$ cat src/rtl/slot_sched_pkg.sv
package slot_sched_pkg;
  localparam int SLOT_W    = 6;
  localparam int NUM_SLOTS = 1 << SLOT_W;

  typedef enum logic [2:0] {
    SLOT_EMPTY   = 3'd0,
    SLOT_STATIC  = 3'd1,
    SLOT_DYNAMIC = 3'd2,
    SLOT_ASYNC   = 3'd3,
    SLOT_PACKET  = 3'd4
  } bus_type_e;

  typedef enum logic [2:0] {
    OP_ONCE     = 3'd0,
    OP_REPEAT   = 3'd1,
    OP_UNLOAD   = 3'd2,
    OP_DYN_CUR  = 3'd3,
    OP_DYN_NEXT = 3'd4
  } load_op_e;
endpackage

$ cat src/rtl/slot_sched_table.sv
module slot_sched_table
  import slot_sched_pkg::*;
#(
  parameter int BUS_W = 3
) (
  input  logic              clk_i,
  input  logic              rst_ni,
  input  logic              we_i,
  input  logic [SLOT_W-1:0] wr_slot_i,
  input  bus_type_e         wr_type_i,
  input  logic [BUS_W-1:0]  wr_bus_i,
  input  logic              close_i,
  input  logic [BUS_W-1:0]  close_bus_i,
  input  logic [SLOT_W-1:0] rd_a_slot_i,
  output bus_type_e         rd_a_type_o,
  output logic [BUS_W-1:0]  rd_a_bus_o,
  input  logic [SLOT_W-1:0] rd_b_slot_i,
  output bus_type_e         rd_b_type_o,
  output logic [BUS_W-1:0]  rd_b_bus_o
);
  bus_type_e        typ_arr [NUM_SLOTS];
  logic [BUS_W-1:0] bus_arr [NUM_SLOTS];

  for (genvar i = 0; i < NUM_SLOTS; i++) begin : g_slot
    bus_type_e        t_q;
    logic [BUS_W-1:0] b_q;
    logic             hit_w;

    assign hit_w = we_i && (wr_slot_i == SLOT_W'(i));

    always_ff @(posedge clk_i or negedge rst_ni) begin
      if (!rst_ni) begin
        t_q <= SLOT_EMPTY;
        b_q <= '0;
      end else if (hit_w) begin
        t_q <= wr_type_i;
        b_q <= wr_bus_i;
      end else if (close_i && b_q == close_bus_i) begin
        t_q <= SLOT_EMPTY;
      end
    end

    assign typ_arr[i] = t_q;
    assign bus_arr[i] = b_q;

    // a close frees every slot of the bus
    p_close_frees_r8: assert property (@(posedge clk_i) disable iff (!rst_ni)
      (close_i && b_q == close_bus_i && !hit_w) |=> (t_q == SLOT_EMPTY));
  end

  assign rd_a_type_o = typ_arr[rd_a_slot_i];
  assign rd_a_bus_o  = bus_arr[rd_a_slot_i];
  assign rd_b_type_o = typ_arr[rd_b_slot_i];
  assign rd_b_bus_o  = bus_arr[rd_b_slot_i];
endmodule

$ cat src/rtl/slot_sched_bus.sv
module slot_sched_bus
  import slot_sched_pkg::*;
#(
  parameter int GRP_W = 8
) (
  input  logic             clk_i,
  input  logic             rst_ni,
  input  bus_type_e        typ_i,
  input  logic             go_i,
  input  logic             ld_v_i,
  input  load_op_e         ld_op_i,
  input  logic [GRP_W-1:0] ld_grp_i,
  input  logic             close_i,
  output logic             issue_o,
  output logic [GRP_W-1:0] grp_o
);
  logic             st_v_q, st_rep_q, cur_v_q, nx_v_q;
  logic [GRP_W-1:0] st_grp_q, cur_grp_q, nx_grp_q;

  always_comb begin
    issue_o = 1'b0;
    grp_o   = '0;
    unique case (typ_i)
      SLOT_STATIC:  begin issue_o = st_v_q;  grp_o = st_grp_q;  end
      SLOT_DYNAMIC: begin issue_o = cur_v_q; grp_o = cur_grp_q; end
      SLOT_ASYNC,
      SLOT_PACKET:  issue_o = 1'b1;
      default:      issue_o = 1'b0;
    endcase
  end

  always_ff @(posedge clk_i or negedge rst_ni) begin
    if (!rst_ni) begin
      st_v_q    <= 1'b0;
      st_rep_q  <= 1'b0;
      st_grp_q  <= '0;
      cur_v_q   <= 1'b0;
      cur_grp_q <= '0;
      nx_v_q    <= 1'b0;
      nx_grp_q  <= '0;
    end else begin
      // slot consumption first; a load in the same cycle overrides it
      if (go_i) begin
        if (typ_i == SLOT_STATIC && !st_rep_q) st_v_q <= 1'b0;
        if (typ_i == SLOT_DYNAMIC) begin
          if (nx_v_q) begin
            cur_grp_q <= nx_grp_q;
            nx_v_q    <= 1'b0;
          end else begin
            cur_v_q <= 1'b0;
          end
        end
      end
      if (ld_v_i) begin
        unique case (ld_op_i)
          OP_ONCE:     begin st_v_q <= 1'b1; st_rep_q <= 1'b0; st_grp_q <= ld_grp_i; end
          OP_REPEAT:   begin st_v_q <= 1'b1; st_rep_q <= 1'b1; st_grp_q <= ld_grp_i; end
          OP_UNLOAD:   begin st_v_q <= 1'b0; cur_v_q <= 1'b0; nx_v_q <= 1'b0; end
          OP_DYN_CUR:  begin cur_v_q <= 1'b1; cur_grp_q <= ld_grp_i; end
          OP_DYN_NEXT: begin nx_v_q <= 1'b1; nx_grp_q <= ld_grp_i; end
          default: ;
        endcase
      end
      if (close_i) begin
        st_v_q  <= 1'b0;
        cur_v_q <= 1'b0;
        nx_v_q  <= 1'b0;
      end
    end
  end

  // single-shot group consumed by its slot
  p_once_consumed_r3: assert property (@(posedge clk_i) disable iff (!rst_ni)
    (go_i && typ_i == SLOT_STATIC && !st_rep_q && !ld_v_i && !close_i) |=> !st_v_q);

  // queued group becomes current after the current one runs
  p_handover_r4: assert property (@(posedge clk_i) disable iff (!rst_ni)
    (go_i && typ_i == SLOT_DYNAMIC && nx_v_q && !ld_v_i && !close_i)
      |=> (cur_v_q && !nx_v_q && cur_grp_q == $past(nx_grp_q)));
endmodule

$ cat src/rtl/slot_sched_fault.sv
module slot_sched_fault #(
  parameter int NUM_BUS = 8,
  localparam int BUS_W  = $clog2(NUM_BUS)
) (
  input  logic               clk_i,
  input  logic               rst_ni,
  input  logic               tc_i,
  input  logic               done_i,
  input  logic               err_i,
  input  logic               issue_i,
  input  logic [BUS_W-1:0]   issue_bus_i,
  input  logic               close_i,
  input  logic [BUS_W-1:0]   close_bus_i,
  output logic [NUM_BUS-1:0] halt_now_o,
  output logic [NUM_BUS-1:0] halted_o,
  output logic               fault_o,
  output logic [BUS_W-1:0]   fault_bus_o,
  output logic               halt_o
);
  logic               pend_q, done_q, err_q;
  logic [BUS_W-1:0]   pend_bus_q;
  logic [NUM_BUS-1:0] seen_q, halted_q;
  logic               fail_w, second_w;

  assign fail_w   = tc_i && pend_q && (err_q || err_i || !(done_q || done_i));
  assign second_w = fail_w && seen_q[pend_bus_q];

  for (genvar b = 0; b < NUM_BUS; b++) begin : g_halt
    assign halt_now_o[b] = second_w && (pend_bus_q == BUS_W'(b));
  end
  assign halted_o = halted_q;

  always_ff @(posedge clk_i or negedge rst_ni) begin
    if (!rst_ni) begin
      pend_q      <= 1'b0;
      done_q      <= 1'b0;
      err_q       <= 1'b0;
      pend_bus_q  <= '0;
      seen_q      <= '0;
      halted_q    <= '0;
      fault_o     <= 1'b0;
      fault_bus_o <= '0;
      halt_o      <= 1'b0;
    end else begin
      fault_o     <= fail_w;
      fault_bus_o <= pend_bus_q;
      halt_o      <= second_w;
      if (fail_w)   seen_q[pend_bus_q]   <= 1'b1;
      if (second_w) halted_q[pend_bus_q] <= 1'b1;
      if (close_i) begin
        seen_q[close_bus_i]   <= 1'b0;
        halted_q[close_bus_i] <= 1'b0;
      end
      if (tc_i) begin
        pend_q     <= issue_i;
        pend_bus_q <= issue_bus_i;
        done_q     <= 1'b0;
        err_q      <= 1'b0;
      end else begin
        if (done_i)           done_q <= 1'b1;
        if (err_i && pend_q)  err_q  <= 1'b1;
      end
    end
  end

  // a fault only follows a boundary with an outstanding transaction
  p_fault_at_boundary_r5: assert property (@(posedge clk_i) disable iff (!rst_ni)
    fault_o |-> $past(tc_i && pend_q));

  // halt is always part of a fault notification
  p_halt_with_fault_r6: assert property (@(posedge clk_i) disable iff (!rst_ni)
    halt_o |-> fault_o);
endmodule

$ cat src/rtl/slot_sched.sv
module slot_sched
  import slot_sched_pkg::*;
#(
  parameter int NUM_BUS = 8,
  parameter int GRP_W   = 8,
  localparam int BUS_W  = $clog2(NUM_BUS)
) (
  input  logic             clk_i,
  input  logic             rst_ni,
  input  logic             tc_valid_i,
  input  logic [5:0]       tc_value_i,
  input  logic             tbl_we_i,
  input  logic [5:0]       tbl_slot_i,
  input  logic [2:0]       tbl_type_i,
  input  logic [BUS_W-1:0] tbl_bus_i,
  input  logic             ld_valid_i,
  input  logic [BUS_W-1:0] ld_bus_i,
  input  logic [2:0]       ld_op_i,
  input  logic [GRP_W-1:0] ld_grp_i,
  input  logic             close_i,
  input  logic [BUS_W-1:0] close_bus_i,
  input  logic             done_i,
  input  logic             err_i,
  output logic             start_o,
  output logic [BUS_W-1:0] start_bus_o,
  output logic [2:0]       start_type_o,
  output logic [GRP_W-1:0] start_grp_o,
  output logic [5:0]       start_slot_o,
  output logic             prep_o,
  output logic [BUS_W-1:0] prep_bus_o,
  output logic [5:0]       prep_slot_o,
  output logic             seq_err_o,
  output logic             fault_o,
  output logic [BUS_W-1:0] fault_bus_o,
  output logic             halt_o
);
  bus_type_e          cur_typ_w, nxt_typ_w;
  logic [BUS_W-1:0]   cur_bus_w, nxt_bus_w;
  logic [SLOT_W-1:0]  nxt_slot_w, exp_slot_w;
  logic [NUM_BUS-1:0] iss_w, go_w, halt_now_w, halted_w, halted_eff_w;
  logic [GRP_W-1:0]   grp_w [NUM_BUS];
  logic               can_w;
  logic [SLOT_W-1:0]  last_q;
  logic               have_last_q;

  assign nxt_slot_w = tc_value_i + SLOT_W'(1);
  assign exp_slot_w = last_q + SLOT_W'(1);

  slot_sched_table #(.BUS_W(BUS_W)) u_table (
    .clk_i       (clk_i),
    .rst_ni      (rst_ni),
    .we_i        (tbl_we_i),
    .wr_slot_i   (tbl_slot_i),
    .wr_type_i   (bus_type_e'(tbl_type_i)),
    .wr_bus_i    (tbl_bus_i),
    .close_i     (close_i),
    .close_bus_i (close_bus_i),
    .rd_a_slot_i (tc_value_i),
    .rd_a_type_o (cur_typ_w),
    .rd_a_bus_o  (cur_bus_w),
    .rd_b_slot_i (nxt_slot_w),
    .rd_b_type_o (nxt_typ_w),
    .rd_b_bus_o  (nxt_bus_w)
  );

  for (genvar b = 0; b < NUM_BUS; b++) begin : g_bus
    logic sel_w;
    assign sel_w = (cur_bus_w == BUS_W'(b));
    assign go_w[b] = can_w && sel_w;
    slot_sched_bus #(.GRP_W(GRP_W)) u_bus (
      .clk_i    (clk_i),
      .rst_ni   (rst_ni),
      .typ_i    (sel_w ? cur_typ_w : SLOT_EMPTY),
      .go_i     (go_w[b]),
      .ld_v_i   (ld_valid_i && ld_bus_i == BUS_W'(b)),
      .ld_op_i  (load_op_e'(ld_op_i)),
      .ld_grp_i (ld_grp_i),
      .close_i  (close_i && close_bus_i == BUS_W'(b)),
      .issue_o  (iss_w[b]),
      .grp_o    (grp_w[b])
    );
  end

  assign halted_eff_w = halted_w | halt_now_w;
  assign can_w = tc_valid_i && (cur_typ_w != SLOT_EMPTY)
              && iss_w[cur_bus_w] && !halted_eff_w[cur_bus_w];

  slot_sched_fault #(.NUM_BUS(NUM_BUS)) u_fault (
    .clk_i       (clk_i),
    .rst_ni      (rst_ni),
    .tc_i        (tc_valid_i),
    .done_i      (done_i),
    .err_i       (err_i),
    .issue_i     (can_w),
    .issue_bus_i (cur_bus_w),
    .close_i     (close_i),
    .close_bus_i (close_bus_i),
    .halt_now_o  (halt_now_w),
    .halted_o    (halted_w),
    .fault_o     (fault_o),
    .fault_bus_o (fault_bus_o),
    .halt_o      (halt_o)
  );

  always_ff @(posedge clk_i or negedge rst_ni) begin
    if (!rst_ni) begin
      start_o      <= 1'b0;
      start_bus_o  <= '0;
      start_type_o <= '0;
      start_grp_o  <= '0;
      start_slot_o <= '0;
      prep_o       <= 1'b0;
      prep_bus_o   <= '0;
      prep_slot_o  <= '0;
      seq_err_o    <= 1'b0;
      last_q       <= '0;
      have_last_q  <= 1'b0;
    end else begin
      start_o   <= can_w;
      prep_o    <= tc_valid_i && (nxt_typ_w == SLOT_ASYNC);
      seq_err_o <= tc_valid_i && have_last_q && (tc_value_i != exp_slot_w);
      if (tc_valid_i) begin
        start_bus_o  <= cur_bus_w;
        start_type_o <= cur_typ_w;
        start_grp_o  <= grp_w[cur_bus_w];
        start_slot_o <= tc_value_i;
        prep_bus_o   <= nxt_bus_w;
        prep_slot_o  <= nxt_slot_w;
        last_q       <= tc_value_i;
        have_last_q  <= 1'b1;
      end
    end
  end

  // start follows a strobe by one clock
  p_start_after_tc_r2: assert property (@(posedge clk_i) disable iff (!rst_ni)
    start_o |-> $past(tc_valid_i));

  // a halted bus never receives a start
  p_no_start_halted_r6: assert property (@(posedge clk_i) disable iff (!rst_ni)
    start_o |-> !halted_w[start_bus_o]);

  // preparation request follows a strobe by one clock
  p_prep_after_tc_r7: assert property (@(posedge clk_i) disable iff (!rst_ni)
    prep_o |-> $past(tc_valid_i));

  // sequence flag only on a strobe
  p_seq_after_tc_r9: assert property (@(posedge clk_i) disable iff (!rst_ni)
    seq_err_o |-> $past(tc_valid_i));
endmodule

$ cat config.mk
export PLATFORM = sky130hd
export DESIGN_NAME = slot_sched
export DESIGN_NICKNAME = d
export VERILOG_FILES = /design/src/rtl/slot_sched_pkg.sv /design/src/rtl/slot_sched_table.sv /design/src/rtl/slot_sched_bus.sv /design/src/rtl/slot_sched_fault.sv /design/src/rtl/slot_sched.sv
export SDC_FILE = /design/constraint.sdc
export NUM_CORES = 2
export LEC_CHECK = 0
export BUFFER_PORTS_ARGS = -buffer_cell sky130_fd_sc_hd__buf_4
export CAP_MARGIN = 20
export CELL_PAD_IN_SITES_DETAIL_PLACEMENT = 1
export CELL_PAD_IN_SITES_GLOBAL_PLACEMENT = 1
export CORE_MARGIN = 4
export CORE_UTILIZATION = 47
export DETAILED_ROUTE_END_ITERATION = 8
export PLACE_DENSITY = 0.81
export SYNTH_ARGS = -nofsm -noshare
export SYNTH_HDL_FRONTEND = slang
export SYNTH_SLANG_ARGS = --single-unit
$ cat constraint.sdc
create_clock -name clk_i -period 3.09 [get_ports clk_i]
set_input_delay 0.1545 -clock clk_i [delete_from_list [all_inputs] [get_ports clk_i]]
set_output_delay 0.1545 -clock clk_i [all_outputs]
set_load 0.01 [all_outputs]
==> run metrics <==
WP data arrival=roughly 5.2 ns; initial antenna violation count=25; Worst Reg2Reg Path Length in Cells=14; sort of element at the start of the critical path=flop; maximum single-stage delay on the critical path=between 0.7 and 0.8 ns; Syn Nets=around 3100; timing startpoint of the critical path=u_table.g_slot[63].t_q[0]; transition time of the tightest slew-check pin=1.18 ns; number of global-route vias before repair=around 37000; Critical Path Slowest Stage Cell=nor4_4; die boundary height=between 200 and 300 um; Final Core Density=0.634; path length in cells of the critical path=14; worst slew margin relative to its limit=0.201; clk sink count=~670; first-pass GRT wire length=256000 um; post-route clock period utilization=1.55; Port Buffers=79; result of the run=finished with violations; placer congestion estimate=about 0.97; type of the worst setup path=flop to flop; setup repair after global routing missed its margin=true; Die ar.=0.0819 mm2; summed instance area of the synthesized netlist=0.0364 mm2; dominant synthesized flop cell=dfrtp_1; cell type group with the largest total delay on the critical path=compound AO/OA/AOI/OAI gates; switch share=0.356; # H-tree levels=3; half-perimeter wire length of the detailed placement result=~110000 um; Routed WL=a little over 200000 um; CTS clock-pin slew for the worst setup and hold paths=around 0.070 ns; Final Hold Violating Endpoints=0; P_int=slightly below 20000 uW; synthesized netlist cell count=between 3000 and 4000; failing checks=design-rule violations, negative setup slack; EDFF count, synth=0; clock tree from TritonCTS=yes; width of the die=about 290 um; CP Data Required Time=3.50 ns; first-pass iteration count of the detailed router=9; effective utilization at floorplan=0.477; worst path cell trace=mux2i_1, a22oi_1, a21oi_1, nor4_4, mux2_4, o21ai_0, a41oi_2, buf_4, buf_6, nand2b_4, buf_12, buf_8, o41ai_4, a21oi_2; Min-Delay Path Depth=5; power per standard cell area=between 600 and 700 mW/mm2; clock share of power=0.335; core area=roughly 0.076 mm2; storage element area=between 0.015 and 0.02 mm2; fraction of synthesis flops using an asynchronous set or reset pin=1.00; count of state elements after synthesis=~670; Avg Inst Size Synth=11.8 um2; most used standard cell by instance count after synthesis=dfrtp_1; top cells by area in the synthesized netlist=dfrtp_1, mux2_2, mux4_2; antenna-violating nets left=0; vias per cell=a little under 8; CTS Root Cell=clkbuf_16; non-filler instance count after layout=~5000; top cell type's share of synthesized area=0.457; pin count of the biggest net entering global routing=between 100 and 150; launch point of the worst hold path=tc_valid_i; maximum fanout count along the critical path=8; Switch Pwr=10800 uW; remaining global-route overflow=0; unique cell type count in the Yosys netlist=98; largest clock skew in the final design=about 0.040 ns; wire length per cell=41.6 um; nets@finish=3844; vias after detailed routing=approximately 39000; maximum resistive drop on vdd=~0.00040 V; number of DRC violations after detailed-routing iteration 0=about 7000; placed inst area=~0.043 mm2; post-detailed-route DRC marker count=27; type of destination of the critical path=flop; HP Class=primary input to flop; Setup-failing EPs final=101; Yosys top cell by area=dfrtp_1; leading post-synthesis cells by instance count=dfrtp_1, mux2_2, nor2_1; count of max-cap constraint violations=0; Final min period=roughly 4.8 ns; count of buffering cells on the critical path with inverters included=4; multi-input gate area in the final layout=~0.02 mm2; Filler Cells Inserted=around 7500; placed cell count=roughly 4700; Static Leak=approximately 0.021 uW; clock latency on the worst-skew pair=about 0.67 ns; io pins=80; ratio of cells with drive above 1 in the final layout=0.441; P&R area growth vs syn=33.0%; portion of the post-synthesis area used by sequential elements=0.457; synth warn=0; number of CTS-inserted buffers=between 70 and 80; Final Max Slew Viols=0; part of the power in registers=0.368; number of buffers between clock root and the deepest sink=3; final cell area excluding filler cells=around 0.048 mm2; Worst Setup Slack, final=-1.70 ns; maximum clock frequency=between 200 and 250 MHz; worst r2r src=u_table.g_slot[63].t_q[0]; combinational cell fraction of total power=0.297; gr usage total=0.414; count of standard-cell rows=about 100
-- repair_timing --
action                     in CTS  in global routing
pin swaps                      53                 70
hold endpoints to repair      108                  0
gates resized for setup       128                169
gates cloned                    6                  7
buffers inserted               19                 27
setup endpoints to repair      98                101
hold buffers                   16                  0
-- power by group through the flow --
stage	logic, uW	clock network [uW]	registers (uW)
after global placement	6410	0	10800
after floorplan	3580	0	10700
after CTS	7440	9700	10800
after detailed placement	6800	0	10900
final	9000	10200	11200
after global routing	9050	10400	11100
-- tightest hold or removal path, cell delays in order --
cell     delay [ns]
buf_4          0.11
nand2_1        0.08
buf_4          0.12
a21oi_1        0.05
o21a_1         0.10
-- cell type report --
cell class,instances,share of cell area
Multi-Input combinational cell,2156,0.419
Sequential cell,665,0.344
Timing Repair Buffer,871,0.154
Clock buffer,108,0.0470
Tap cell,1030,0.0266
Clock inverter,29,0.00701
Inverter,28,0.00217
Antenna cell,14,0.000724
-- stage by stage --
stage | hold WS, ns | power [uW] | TNS (ns) | worst slack, ns
6_report | 0.0336 | 30300 | -113.40 | -1.70
5_1_grt | 0.0521 | 30600 | -120.23 | -1.72
4_1_cts | 0.0202 | 28000 | -47.41 | -0.628
3_5_place_dp | 0.212 | 17700 | -96.14 | -1.07
3_3_place_gp | 0.198 | 17200 | -84.46 | -0.925
2_1_floorplan | -0.141 | 14300 | -16.81 | -0.247
-- registers in the layout, indices dropped and copies added (netlist names), 6 cells and up --
register,flops
g_bus.u_bus.cur_grp_q,64
g_bus.u_bus.cur_v_q,8
g_bus.u_bus.nx_grp_q,64
g_bus.u_bus.nx_v_q,8
g_bus.u_bus.st_grp_q,64
g_bus.u_bus.st_rep_q,8
g_bus.u_bus.st_v_q,8
last_q,6
prep_slot_o,6
start_grp_o,8
u_fault.halted_o,8
u_fault.seen_q,8
u_table.g_slot.b_q,192
u_table.g_slot.t_q,192
-- logic make-up after synthesis --
| kind of cell | after synthesis | synth area share |
|---|---|---|
| AOI/OAI and AO/OA | 729 | 0.156 |
| xor gates and xnor gates | 201 | 0.0484 |
| and+or+nand+nor | 664 | 0.0938 |
| buffers and inverters | 268 | 0.0369 |
| adders and majority gates | 2 | 0.000688 |
| DFF | 665 | 0.457 |
| muxes | 559 | 0.206 |
-- cell usage in the layout (no fill, tap or decap), drive strengths merged, types with 30 or more instances in the layout --
| cell type | n |
|---|---|
| a41oi | 75 |
| mux2 | 348 |
| dfrtp | 665 |
| clkbuf | 113 |
| mux4 | 114 |
| nand3 | 74 |
| a22o | 201 |
| a22oi | 73 |
| a21oi | 53 |
| xnor2 | 197 |
| o21ai | 30 |
| o41ai | 39 |
| buf | 848 |
| nor2 | 224 |
| or4 | 40 |
| a31oi | 83 |
| nand2 | 150 |
| mux2i | 97 |
| inv | 30 |
| o31ai | 47 |
-- metal layers --
metal,vias to the layer above,wire length (um),GRT usage
li1,13300,-,-
met2,4518,85000,0.634
met5,-,277,0
met3,1722,32500,0.133
met1,19000,66400,0.522
met4,26,19900,0.228
-- worst paths after layout --
path	slack (ns)	end
min in group asynchronous	0.13	u_table.g_slot[63].t_q[1]
worst max-delay path	-1.70	g_bus[6].u_bus.cur_v_q
worst min register to register	0.47	have_last_q
worst min-delay path	0.03	u_fault.halt_o
worst max register to register	-1.70	g_bus[6].u_bus.cur_v_q
max in group asynchronous	1.74	g_bus[2].u_bus.cur_grp_q[2]
(Power assumes the default switching activity.)
